File: config.mk
export PLATFORM = sky130hd
export DESIGN_NAME = pf_code_enc
export DESIGN_NICKNAME = d
export VERILOG_FILES = /design/src/rtl/pf_code_enc_pkg.sv /design/src/rtl/pf_canon_chk.sv /design/src/rtl/pf_code_build.sv /design/src/rtl/pf_code_enc.sv
export SDC_FILE = /design/constraint.sdc
export NUM_CORES = 1
export LEC_CHECK = 0
export BUFFER_PORTS_ARGS = -buffer_cell sky130_fd_sc_hd__buf_2
export CAP_MARGIN = 40
export CORE_ASPECT_RATIO = 0.9
export CORE_MARGIN = 3
export CORE_UTILIZATION = 49
export DETAILED_ROUTE_END_ITERATION = 12
export HOLD_SLACK_MARGIN = 0.12
export PLACE_DENSITY_LB_ADDON = 0.2
export SLEW_MARGIN = 20
export SYNTH_ARGS = -nofsm -noshare
export SYNTH_HDL_FRONTEND = slang
export SYNTH_SLANG_ARGS = --single-unit
export TNS_END_PERCENT = 5
File: constraint.sdc
create_clock -name clk -period 1.5 [get_ports clk]
set_input_delay 0.225 -clock clk [delete_from_list [all_inputs] [get_ports clk]]
set_output_delay 0.225 -clock clk [all_outputs]
set_load 0.02 [all_outputs]
File: src/rtl/pf_code_enc_pkg.sv
`timescale 1ns/1ps
package pf_code_enc_pkg;
  typedef enum logic [1:0] {
    CLS_ABSENT = 2'd0,
    CLS_RSVD   = 2'd1,
    CLS_PROT   = 2'd2,
    CLS_KEY    = 2'd3
  } fault_cls_e;

  typedef enum logic [1:0] {
    ACC_LOAD  = 2'd0,
    ACC_STORE = 2'd1,
    ACC_FETCH = 2'd2,
    ACC_ALT   = 2'd3
  } acc_kind_e;

  localparam int BIT_PRESENT = 0;
  localparam int BIT_WRITE   = 1;
  localparam int BIT_USER    = 2;
  localparam int BIT_RSVD    = 3;
  localparam int BIT_FETCH   = 4;
  localparam int BIT_KEY     = 5;
  localparam int MIN_CODE_W  = 6;

  localparam logic [7:0] VEC_GENPROT = 8'd13;
  localparam logic [7:0] VEC_PAGE    = 8'd14;
endpackage

File: src/rtl/pf_canon_chk.sv
`timescale 1ns/1ps
module pf_canon_chk #(
  parameter int VA_W  = 64,
  parameter int LO_L4 = 47,
  parameter int LO_L5 = 56
) (
  input  logic [VA_W-1:0] vaddr,
  input  logic            long_mode,
  input  logic            five_level,
  output logic            noncanon
);
  localparam int HI_L4 = VA_W - LO_L4;
  localparam int HI_L5 = VA_W - LO_L5;

  logic [HI_L4-1:0] top_l4;
  logic [HI_L5-1:0] top_l5;
  logic             ok_l4;
  logic             ok_l5;

  always_comb begin
    top_l4 = vaddr[VA_W-1:LO_L4];
    top_l5 = vaddr[VA_W-1:LO_L5];
    ok_l4  = (&top_l4) | ~(|top_l4);
    ok_l5  = (&top_l5) | ~(|top_l5);
    if (!long_mode) begin
      noncanon = 1'b0;
    end else if (five_level) begin
      noncanon = ~ok_l5;
    end else begin
      noncanon = ~ok_l4;
    end
  end
endmodule

File: src/rtl/pf_code_build.sv
`timescale 1ns/1ps
module pf_code_build
  import pf_code_enc_pkg::*;
#(
  parameter int CODE_W = 16
) (
  input  logic [1:0]        cls,
  input  logic [1:0]        acc,
  input  logic              user,
  input  logic              nxe,
  input  logic              smep,
  output logic [CODE_W-1:0] code
);
  fault_cls_e c_kind;
  acc_kind_e  a_kind;
  logic       is_fetch;
  logic       is_store;

  always_comb begin
    c_kind   = fault_cls_e'(cls);
    a_kind   = acc_kind_e'(acc);
    is_fetch = (a_kind == ACC_FETCH);
    is_store = (a_kind == ACC_STORE);
    code     = '0;
    unique case (c_kind)
      CLS_ABSENT: ;
      CLS_RSVD:   code[BIT_RSVD] = 1'b1;
      CLS_PROT:   code[BIT_PRESENT] = 1'b1;
      CLS_KEY: begin
        code[BIT_PRESENT] = 1'b1;
        code[BIT_KEY]     = ~is_fetch;
      end
      default: ;
    endcase
    code[BIT_USER]  = user;
    code[BIT_WRITE] = is_store;
    code[BIT_FETCH] = is_fetch & (nxe | smep);
  end
endmodule

File: src/rtl/pf_code_enc.sv
`timescale 1ns/1ps
module pf_code_enc
  import pf_code_enc_pkg::*;
#(
  parameter int VA_W   = 64,
  parameter int CODE_W = 16
) (
  input  logic              clk,
  input  logic              rst_n,
  input  logic              req_valid,
  input  logic [VA_W-1:0]   req_vaddr,
  input  logic              req_long,
  input  logic              req_five_level,
  input  logic              req_fault,
  input  logic [1:0]        req_class,
  input  logic [1:0]        req_access,
  input  logic              req_user,
  input  logic              req_nxe,
  input  logic              req_smep,
  output logic              out_valid,
  output logic              out_fault,
  output logic [7:0]        out_vector,
  output logic [CODE_W-1:0] out_code,
  output logic [VA_W-1:0]   out_addr
);
  localparam int LO_L4 = 47;
  localparam int LO_L5 = 56;

  logic              noncanon;
  logic [CODE_W-1:0] pf_code;

  logic              nx_fault;
  logic [7:0]        nx_vector;
  logic [CODE_W-1:0] nx_code;
  logic [VA_W-1:0]   nx_addr;
  logic              rec_en;

  pf_canon_chk #(
    .VA_W  (VA_W),
    .LO_L4 (LO_L4),
    .LO_L5 (LO_L5)
  ) u_canon (
    .vaddr      (req_vaddr),
    .long_mode  (req_long),
    .five_level (req_five_level),
    .noncanon   (noncanon)
  );

  pf_code_build #(
    .CODE_W (CODE_W)
  ) u_build (
    .cls  (req_class),
    .acc  (req_access),
    .user (req_user),
    .nxe  (req_nxe),
    .smep (req_smep),
    .code (pf_code)
  );

  // next-state of the record
  always_comb begin
    rec_en    = req_valid;
    nx_fault  = 1'b0;
    nx_vector = '0;
    nx_code   = '0;
    nx_addr   = '0;
    if (noncanon) begin
      nx_fault  = 1'b1;
      nx_vector = VEC_GENPROT;
      nx_addr   = req_vaddr;
    end else if (req_fault) begin
      nx_fault  = 1'b1;
      nx_vector = VEC_PAGE;
      nx_code   = pf_code;
      nx_addr   = req_vaddr;
    end
  end

  always_ff @(posedge clk or negedge rst_n) begin
    if (!rst_n) begin
      out_valid <= 1'b0;
    end else begin
      out_valid <= req_valid;
    end
  end

  always_ff @(posedge clk or negedge rst_n) begin
    if (!rst_n) begin
      out_fault  <= 1'b0;
      out_vector <= '0;
      out_code   <= '0;
      out_addr   <= '0;
    end else if (rec_en) begin
      out_fault  <= nx_fault;
      out_vector <= nx_vector;
      out_code   <= nx_code;
      out_addr   <= nx_addr;
    end
  end
endmodule

== Yosys cells after proc, flatten, opt, wreduce, memory -nomap -nowiden ==
Index checks and enable logic that the tools add are counted.

* Flip-flop bits (word level): 90
* Bits in latches: 0
* RAM bits: 0
* Bits in read-only memories: 0
* Logic and storage cells: 37
* Memories kept: 0

* Add/subtract/negate cells: 0
* $mul: 0
* Div/mod/pow operators: 0
* $lt $le $gt $ge: 0
* Equal/unequal tests: 5
* Shifts and indexed selects: 0
* Muxes and demuxes: 13
* Bitwise operators: 9
* Reductions and logical operators: 5

{| class="wikitable"
|+ Operators with widths
! cell !! count
|-
| $mux W64 || 2
|-
| $reduce_and A17 Y1 || 1
|-
| $reduce_or A17 Y1 || 1
|-
| $mux W16 || 1
|-
| $mux W4 || 2
|-
| $reduce_and A8 Y1 || 1
|-
| $reduce_or A8 Y1 || 1
|-
| $mux W1 || 7
|-
| $eq A2 B2 Y1 const B || 3
|-
| $mux W6 || 1
|-
| $not A1 Y1 || 5
|-
| $eq A2 B1 Y1 const B || 2
|-
| $or A1 B1 Y1 || 3
|-
| $reduce_or A2 Y1 || 1
|-
| $and A1 B1 Y1 || 1
|}

== Logic depth before layout (Yosys ltp) ==
Gate-level depths: netlist of run 1.

* Depth in word-level cells: 7
* Mapped depth: 7
* Depth with buffers taken out: 5

== By module ==
From an unflattened synthesis of run 1, not the netlist that was laid out.

* Cell total of the unflattened synthesis: 402
* Area total of the unflattened synthesis: 3,895.0 um^2

{| class="wikitable"
|+ Modules (own cells, without submodules)
! module !! times used !! cells each !! area an instance (um^2)
|-
| pf_code_enc || 1 || 365 || 3,659.8
|-
| pf_code_build || 1 || 20 || 140.1
|-
| pf_canon_chk || 1 || 17 || 95.1
|}

== Worst setup path before layout of run 1 ==
No wires, ideal clock.

* Path kind: in2reg
* Start point: input port req_vaddr[59]
* End point: register out_addr[15]
* Setup time: 0.119 ns
* Data arrival time: 1.583 ns
* Required time: 1.381 ns
* Slack: -0.202 ns
* Stages: 7
* Cells stage by stage: or4_1 -> nor2_1 -> nand4_1 -> a41oi_1 -> buf_4 -> buf_6 -> nor2_1

* Cells in the longest elaborated chain, start to end: 7
* Elaborated cells on any way between the ends: 13
* Those cells by class: mux: 3; bitwise: 6; reduce/logical: 4

{| class="wikitable"
|+ RTL lines
! element !! RTL line !! source
|-
| start, declared || pf_code_enc.sv:11 || <nowiki>input logic [VA_W-1:0] req_vaddr,</nowiki>
|-
| $reduce_or A17 Y1 or $reduce_or A8 Y1 (tied branches) || pf_canon_chk.sv:23, pf_canon_chk.sv:24 ||
|-
| $not A1 Y1, on equally long branches || pf_canon_chk.sv:23, pf_canon_chk.sv:24 ||
|-
| $or A1 B1 Y1, on equally long branches || pf_canon_chk.sv:23, pf_canon_chk.sv:24 ||
|-
| $not A1 Y1, on equally long branches || pf_canon_chk.sv:30, pf_canon_chk.sv:28 ||
|-
| $mux W1 (*) || pf_canon_chk.sv:27 || <nowiki>end else if (five_level) begin</nowiki>
|-
| $mux W1 (*) || pf_canon_chk.sv:25 || <nowiki>if (!long_mode) begin</nowiki>
|-
| $mux W64 (*) || pf_code_enc.sv:67 || <nowiki>if (noncanon) begin</nowiki>
|-
| end signal, assigned || pf_code_enc.sv:97 || <nowiki>out_addr <= nx_addr;</nowiki>
|-
| end, declared || pf_code_enc.sv:24 || <nowiki>output logic [VA_W-1:0] out_addr</nowiki>
|}

Mark *: on every way between the ends. The rest lies on a longest branch, timed or not.
A chain may end at the register's enable or synchronous reset.

== Worst setup path in the final report of run 1 ==
* Start point: input port req_vaddr[58]
* End point: register out_addr[37]

The elaborated chain is that of the path after synthesis.

==> results list, run 1 <==
* Maximum number of pins on one net before global-route repair: 37
- The most critical setup path has its startpoint at req_vaddr[58].
* Placed Cells incl. Taps: a little over 500
- Data on the critical path is required at its endpoint by approximately 1.7 ns.
- In the routed design, unresolved DRC markers number 0.
* R2R setup slack: 0.73 ns
* Number of max-slew violations in the final report: 0
- Maximum vdd drop: 791.7 uV
- In the final design database the tool counted between 500 and 600 nets.
- By area the synthesized netlist is led by sky130_fd_sc_hd__dfrtp_1, sky130_fd_sc_hd__mux2i_1, sky130_fd_sc_hd__nor2_1, sky130_fd_sc_hd__buf_4, sky130_fd_sc_hd__buf_6.
* Post-Place Cell Area: 4130 um^2
- The number of clock buffers added by TritonCTS is 9.
* Initial antenna violation count: 0
* Top_reg_cell synth: sky130_fd_sc_hd__dfrtp_1
- Delay contributed by the slowest stage of the critical path: about 0.52 ns
- CTS clock-pin slew for the worst setup and hold paths: ~0.070 ns
- # clock sinks: between 70 and 80
- WL/cell: 15.04 um
* Num rows: 27
* Total leakage power: ~2.5 nW
* Multi-input combinational cell area: 1219 um^2
- Clock tree synthesis selected as its root buffer the cell sky130_fd_sc_hd__clkbuf_8.
* Critical path endpoint: out_addr[37]$_DFFE_PN0P_
- In this run the power density over the cells is about 1100 nW/um^2.
* Kind of launch point of the worst setup path: input pin
* Number of synthesized register bits: 74
- DPL Wire Length: approximately 5700 um
* Pre-CTS setup slack: -0.4361 ns
* Cell-by-cell trace of the critical path: buf_2 -> or4_4 -> nor2_4 -> nand4_1 -> a41oi_4 -> buf_6 -> clkbuf_16 -> nor2_1
- Of all nets on the critical path, the largest fanout is 11.
* DRT antenna net count: 0
- Worst reg2reg endpoint: out_vector[0]$_DFFE_PN0P_
- In this run the critical register-to-register path is launched from out_vector[0]$_DFFE_PN0P_.
- Post-Layout Inst Area: approximately 4700 um^2
- Cell with the biggest individual delay on the critical path: sky130_fd_sc_hd__or4_4
- Ratio of final minimum period to clock period: 102.5%
- The post-route netlist has a little over two fifths of its cells at a drive strength greater than 1.
- Of the synthesized area, sequential elements account for a little under three fifths.
* Min-Delay Path Class: input pin to register
* Final setup violation count: 47
- Worst path arrival time: 1.77 ns
- The first global-routing pass estimated 13,990 um of wire.
- The floorplan step defined a die boundary enclosing around 7600 um^2.
- Setup repair after global routing could not meet its margin everywhere.
- sky130_fd_sc_hd__dfrtp_1 takes more of the synthesized area than any other cell.
* Final Wtd Congestion: 0.8452
* Cell area after technology mapping: about 3200 um^2
- Worst reg-to-reg path cell count: 1
- Critical path start-end classification: input pin to register
- TritonCTS clock tree: yes
- Critical path depth: 8
- Fin cells: 560
- # H-tree levels: 3
- In this run the horizontal extent of the chip is 91.46 um.
- Timing would allow up to about 650 MHz.
- Measured along the y axis, the die boundary spans 82.91 um.
* Synth top cells by count: sky130_fd_sc_hd__dfrtp_1, sky130_fd_sc_hd__nor2_1, sky130_fd_sc_hd__mux2i_1, sky130_fd_sc_hd__buf_4, sky130_fd_sc_hd__inv_1
- Number of buffers on the longest clock path: 2
* GR Util All Layers: between 20% and 30%
- Result of the run: finished with violations
- Using the TritonRoute via totals, the vias-per-cell ratio works out to 4.888.
- Together, buffers and inverters on the worst path number 3.
- Number of enable flip-flop cells after synthesis: 0
* Yosys synthesis warning count: 0
- roughly 170 I/O pins were placed.
- Total Wirelength: between 8000 and 9000 um
- The total count of hold-check failures in the final report is 0.
* Via count of the first global-routing pass: approximately 2,900
- Clock latency on the worst-skew pair, taken at its later pin, is approximately 0.34 ns.
- Yosys mapped the design onto 25 distinct sky130hd cell types.
- Starting density of the core: slightly above 50%
- Sequential Area: between 1500 and 2000 um^2
- STA classifies the critical path endpoint as a register.
- The first detailed-routing pass ran for 4 iterations.
- A synthesized cell averages 11.50 um^2.
* MaxCap Viol Count: 0
- Maximum clock skew at final layout: 0 ns
- After technology mapping, the gate count stands at 280.
- sky130_fd_sc_hd__dfrtp_1 is the most common cell in the netlist.
* Area fraction of the dominant cell type after synthesis: 57.50%
* Area Growth Syn to Fin: 45.80%
- Area inside the core boundary: around 6200 um^2
- In the synthesized netlist the async set-or-reset flop fraction comes to 100.0%.
- After the first detailed-routing iteration, the DRC count stood at 93.
- Fill cell total of the finished layout: about 450
* Count of input and output buffers: 152
* # diodes: 0
- Final worst slack: -0.03805 ns
- Total via count after detailed routing: between 2,000 and 3,000
* Final global-route overflow total: 0
- Family of cells with the greatest summed delay on the critical path: simple AND/OR/NAND/NOR gates
- Final worst path period need: ~1.5 ns
- The final reports fail on setup timing.
-- power breakdown --
part / internal, mW / switching, mW / leakage (nW) / total (mW)
registers: 2.20 / 0.111 / 0.911 / 2.31
logic: 0.462 / 0.681 / 1.52 / 1.14
clock network: 0.864 / 0.732 / 0.102 / 1.60
total: 3.52 / 1.52 / 2.53 / 5.05
-- cell families (layout without fill, tap and decap cells) --
| family | Yosys count | in the layout | share of synthesized area (%) |
|---|---|---|---|
| AO/OA/AOI/OAI | 10 | 10 | 2.253 |
| buffers and inverters | 41 | 221 | 8.042 |
| other | 1 | 14 | 0.1164 |
| multiplexers | 65 | 65 | 20.24 |
| flip-flops | 74 | 74 | 57.50 |
| AND/OR/NAND/NOR | 89 | 89 | 11.85 |
-- through the flow --
step           util, %  hold slack, ns  setup TNS, ns  power (mW)
2_1_floorplan        -        -0.07059         -6.740       2.964
3_3_place_gp     66.09          0.1701         -25.11       3.379
3_5_place_dp     66.09          0.1746         -28.59       3.410
4_1_cts          73.23          0.1215         -1.781       5.076
5_1_grt          75.14          0.1219         -2.901       5.319
6_report         75.14          0.1411        -0.8519       5.046
-- cell type report --
cell class / instances / area share [%]
clock inverter: 5 / 1.332
multi-input combinational: 178 / 25.95
clock buffer: 11 / 3.224
timing repair buffer: 197 / 27.10
inverter: 8 / 0.6395
sequential: 74 / 39.44
tap: 87 / 2.318
-- registers in the layout, indices dropped and copies added, names as in the netlist --
signal      count
out_vector      3
out_valid       1
out_addr       64
out_code        6
-- tightest hold or removal path, stage by stage --
cell                      delay [ns]
sky130_fd_sc_hd__buf_2          0.08
sky130_fd_sc_hd__mux2i_1        0.06
sky130_fd_sc_hd__nor2_1         0.08
-- layout by cell type, fill, tap and decap left out, drive strengths merged --
cell type    instances
nor4                 2
clkbuf              13
nand3                2
nand2                2
a41oi                1
mux2                 1
buf                175
nor3                 1
dfrtp               74
o21ai                2
or4                  3
nand4                6
conb                14
clkinvlp             2
o22ai                6
mux2i               64
inv                  8
and4                 1
nand2b               1
o32ai                1
bufinv               1
dlygate4sd3         20
nand4b               1
clkinv               2
nor2                70
-- how the worst min path moves through the flow --
stage | start | end | cells after the start
after floorplan | rst_n | out_addr[0]$_DFFE_PN0P_ | 0
after global placement | rst_n | out_addr[18]$_DFFE_PN0P_ | 1
after detailed placement | rst_n | out_addr[18]$_DFFE_PN0P_ | 1
after CTS | req_vaddr[6] | out_addr[6]$_DFFE_PN0P_ | 3
after global routing | req_vaddr[31] | out_addr[31]$_DFFE_PN0P_ | 3
final | req_vaddr[27] | out_addr[27]$_DFFE_PN0P_ | 3
-- routing by layer --
layer  up-vias  wire length (um)  global-route usage, %
met5         -                 0                      0
met4         0                78                  5.753
met3         7               494                  6.250
met2        95              4484                  40.35
met1      1347              3367                  27.83
li1       1288                 -                      -
-- timing repair --
| item | in CTS | in global routing |
|---|---|---|
| hold buffers | 19 | 1 |
| setup endpoints to repair | 44 | 70 |
| pin swaps | 2 | 2 |
| endpoints found under the hold margin | 45 | 1 |
| gates resized for setup | 1 | 13 |
| gates cloned | 1 | 2 |
| setup buffers | 1 | 2 |
(Power assumes the default switching activity.)
==> inputs of run 2 (changes only) <==
--- a/config.mk
+++ b/config.mk
@@ -12,6 +12,7 @@
 export CORE_UTILIZATION = 49
 export DETAILED_ROUTE_END_ITERATION = 12
 export HOLD_SLACK_MARGIN = 0.12
+export MAX_ROUTING_LAYER = met4
 export PLACE_DENSITY_LB_ADDON = 0.2
 export SLEW_MARGIN = 20
 export SYNTH_ARGS = -nofsm -noshare
==> run 2 against run 1 <==
Compared with the run above: the flow still finishes with violations (setup timing); power grew 0.41%; non-clock buffer count grew 2; final cell count grew 0.36%; critical path type unchanged; largest power group unchanged.
==> results list, run 2 (same netlist as run 1, synthesis figures left out) <==
- Result of the run: finished with violations (unchanged)
- Violations in the final reports: setup timing (unchanged)
* Num rows: 27 (unchanged)
- Ratio of total power to cell area: 1075 nW/um^2 (was 1074 nW/um^2)
- Height of the die: 82.91 um (unchanged)
* # clock sinks: 74 (unchanged)
* Maximum vdd drop: 791.4 uV (was 791.7 uV)
- The area of the core was 6250 um^2 (unchanged).
- DRC marker count from the first detailed-route iteration: 149 (was 93)
* Ratio of routed vias to standard cells: 4.915 (was 4.888)
* Fmax achieved: 653.7 MHz (was 650.2 MHz)
- DPL Wire Length: 5685 um (unchanged)
- Endpoint class of the critical path: register (unchanged)
- TritonCTS clock tree: yes (unchanged)
- Worst path arrival time: 1.77 ns (about the same)
- The area of the multi-input gates was 1216 um^2 (was 1219 um^2).
* Insertion delay to the later sink of the worst-skew pair: 0.35 ns (was 0.34 ns)
* Proportion of layout cells with a drive suffix above 1: 42.74% (was 43.13%)
- The number of flip-flops under the largest register name is 64 (unchanged).
- Total Die Area: 7583 um^2 (unchanged)
- The global router's overall resource usage is 23.68% (was 22.96%).
- The number of max-cap violations is 0 (unchanged).
* Total via count after detailed routing: 2,762 (was 2,737)
- The number of filler instances in the final layout came to 452 (was 453).
* Cell-by-cell trace of the critical path: buf_6 -> or4_4 -> nor2_4 -> nand4_1 -> a41oi_4 -> buf_6 -> clkbuf_16 -> nor2_1 (was buf_2 -> or4_4 -> nor2_4 -> nand4_1 -> a41oi_4 -> buf_6 -> clkbuf_16 -> nor2_1)
- Largest fanout on the critical path: 11 (unchanged)
- Register with the most flip-flops: out_addr (unchanged)
- The area growth from synthesis to final layout came to 46.35% (was 45.80%).
- Final worst slack: -0.02967 ns (was -0.03805 ns)
- The cell count after placement came to 518 (unchanged).
- Final worst path period need: 1.530 ns (was 1.538 ns)
* Final setup violation count: 37 (was 47)
- The count of inserted antenna diode cells came to 0 (unchanged).
* Commonest non-fill, non-tap cell in the layout: sky130_fd_sc_hd__buf_2 (unchanged)
* Switch Pwr: 1.542 mW (was 1.524 mW)
- The combined flip-flop and latch cell area was 1852 um^2 (unchanged).
- Total Nets Final: 547 (was 545)
- Buffer type at the clock tree root: sky130_fd_sc_hd__clkbuf_8 (unchanged)
* Number of max-slew violations in the final report: 0 (unchanged)
- Highest-utilization routing layer at the global route stage: met2 (unchanged)
- The total power came to 5.066 mW (was 5.046 mW).
- The number of optimization iterations in the first detailed-route pass came to 4 (unchanged).
- Total Wirelength: 8456 um (was 8424 um)
- Ports placed on the boundary: 167 (unchanged)
- The met1 capacity usage during global routing is 28.37% (was 27.83%).
* Total leakage power: 2.540 nW (was 2.532 nW)
- The final instance count without filler cells came to 562 (was 560).
* Commonest cells after routing, fill and taps aside: sky130_fd_sc_hd__buf_2, sky130_fd_sc_hd__dfrtp_1, sky130_fd_sc_hd__nor2_1 (unchanged)
* Final global-route overflow total: 0 (unchanged)
* Count of input and output buffers: 152 (unchanged)
- The final cycle utilization of the critical path is 102.0% (was 102.5%).
- The clock network fraction of design power is 31.9% (was 31.6%).
- Die X-Extent: 91.46 um (unchanged)
- Setup TNS: -0.5376 ns (was -0.8519 ns)
- # H-tree levels: 3 (unchanged)
- Worst reg-to-reg path cell count: 1 (unchanged)
- CP Data Required Time: 1.74 ns (was 1.73 ns)
* Min-Delay Path Class: input pin to register (unchanged)
* Largest registers: out_addr (64), out_code (6), out_vector (3) (unchanged)
- The clock tree skew after final layout is 0 ns (unchanged).
* Starting density of the core: 51.53% (unchanged)
- Switching part of the total power: 30.44% (was 30.20%)
* WL/cell: 15.05 um (was 15.04 um)
- The combinational share of power is 22.6% (about the same).
* Final Wtd Congestion: 0.8584 (was 0.8452)
* Critical path start-end classification: input pin to register (unchanged)
- Share of total power in sequential cells: 45.5% (was 45.7%)
- The number of clock buffers inserted by TritonCTS came to 9 (unchanged).
- The number of stages on the worst hold path came to 3 (unchanged).
* Final routed DRC violation total: 0 (unchanged)
* Met2 Resource Use GR: 40.28% (was 40.35%)
- The total count of hold-check failures in the final report came to 0 (unchanged).
- Via count of the first global-routing pass: 2,873 (was 2,870)
* Kind of launch point of the worst setup path: input pin (unchanged)
- The number of nets still failing antenna checks after routing was 0 (unchanged).
* Unrepaired setup endpoints after global routing: yes (unchanged)
- GR met3 Demand/Resource: 6.341% (was 6.250%)
* Number of buffers on the longest clock path: 2 (unchanged)
- The worst setup slack before clock tree synthesis was -0.4361 ns (unchanged).
* Global-route wire length before repair: 13,990 um (about the same)
- Design internal power: 3.524 mW (was 3.522 mW)
- CTS clock-pin slew for the worst setup and hold paths: 0.08 ns (was 0.07 ns)
- Maximum number of pins on one net before global-route repair: 37 (unchanged)
- Initial antenna violation count: 0 (unchanged)
* Cell with the biggest individual delay on the critical path: sky130_fd_sc_hd__or4_4 (unchanged)
* CP most frequent cell: sky130_fd_sc_hd__buf_6
- Delay contributed by the slowest stage of the critical path: 0.54 ns (was 0.52 ns)
-- run 2: changes by cell type in the layout (fill, tap and decap cells not counted), sizes merged --
cell / delta
dlygate4sd3: +2
-- run 2: power groups by stage --
stage	clock, mW	combinational (mW)	sequential [mW]
finish	1.61	1.15	2.31
global route	1.76	1.24	2.33
CTS	1.65	1.12	2.30
detailed placement	0	1.07	2.34
global placement	0	1.05	2.33
floorplan	0	0.373	2.59
-- run 2: area by class of cell --
class	instances	area share, %
clock inverter	5	1.327
inverter	8	0.6371
tap	87	2.310
sequential	74	39.29
clock buffer	11	3.212
multi-input combinational	178	25.80
timing repair buffer	199	27.42
-- run 2: what timing repair did --
action / in CTS / in global routing
endpoints found under the setup margin: 44 / 70
pin swaps: 2 / 2
buffers inserted: 1 / 2
endpoints found under the hold margin: 45 / 3
gates resized for setup: 1 / 12
cloned: 1 / 2
hold buffers: 19 / 3
-- run 2: worst max-delay path, delay by kind of cell --
| kind | cells | cell delay [ns] |
|---|---|---|
| simple gates | 4 | 0.88 |
| compound gates | 1 | 0.23 |
| buf+inv | 3 | 0.43 |
-- run 2: metal layers --
metal / share of wire [%] / up-vias
li1: - / 1301
met1: 40 / 1360
met2: 53 / 93
met3: 5.9 / 8
met4: 0.80 / 0
met5: 0 / -
-- run 2: through the flow --
step	cell area, um^2	util, %	hold WS (ns)
floorplan	3291	-	-0.07059
global placement	4130	66.09	0.1701
detailed placement	4130	66.09	0.1746
CTS	4577	73.23	0.1215
global route	4713	75.42	0.1214
finish	4713	75.42	0.1358
-- run 2: path summary, 6_finish.rpt --
path,startpoint,end,slack [ns]
min,req_vaddr[17],out_addr[17]$_DFFE_PN0P_,0.14
max reg2reg,out_vector[0]$_DFFE_PN0P_,out_vector[0]$_DFFE_PN0P_,0.73
max,req_vaddr[60],out_addr[37]$_DFFE_PN0P_,-0.03
min in group asynchronous,rst_n,out_addr[18]$_DFFE_PN0P_,0.35
min reg2reg,out_addr[49]$_DFFE_PN0P_,out_addr[49]$_DFFE_PN0P_,0.52
max in group asynchronous,rst_n,out_addr[3]$_DFFE_PN0P_,0.64
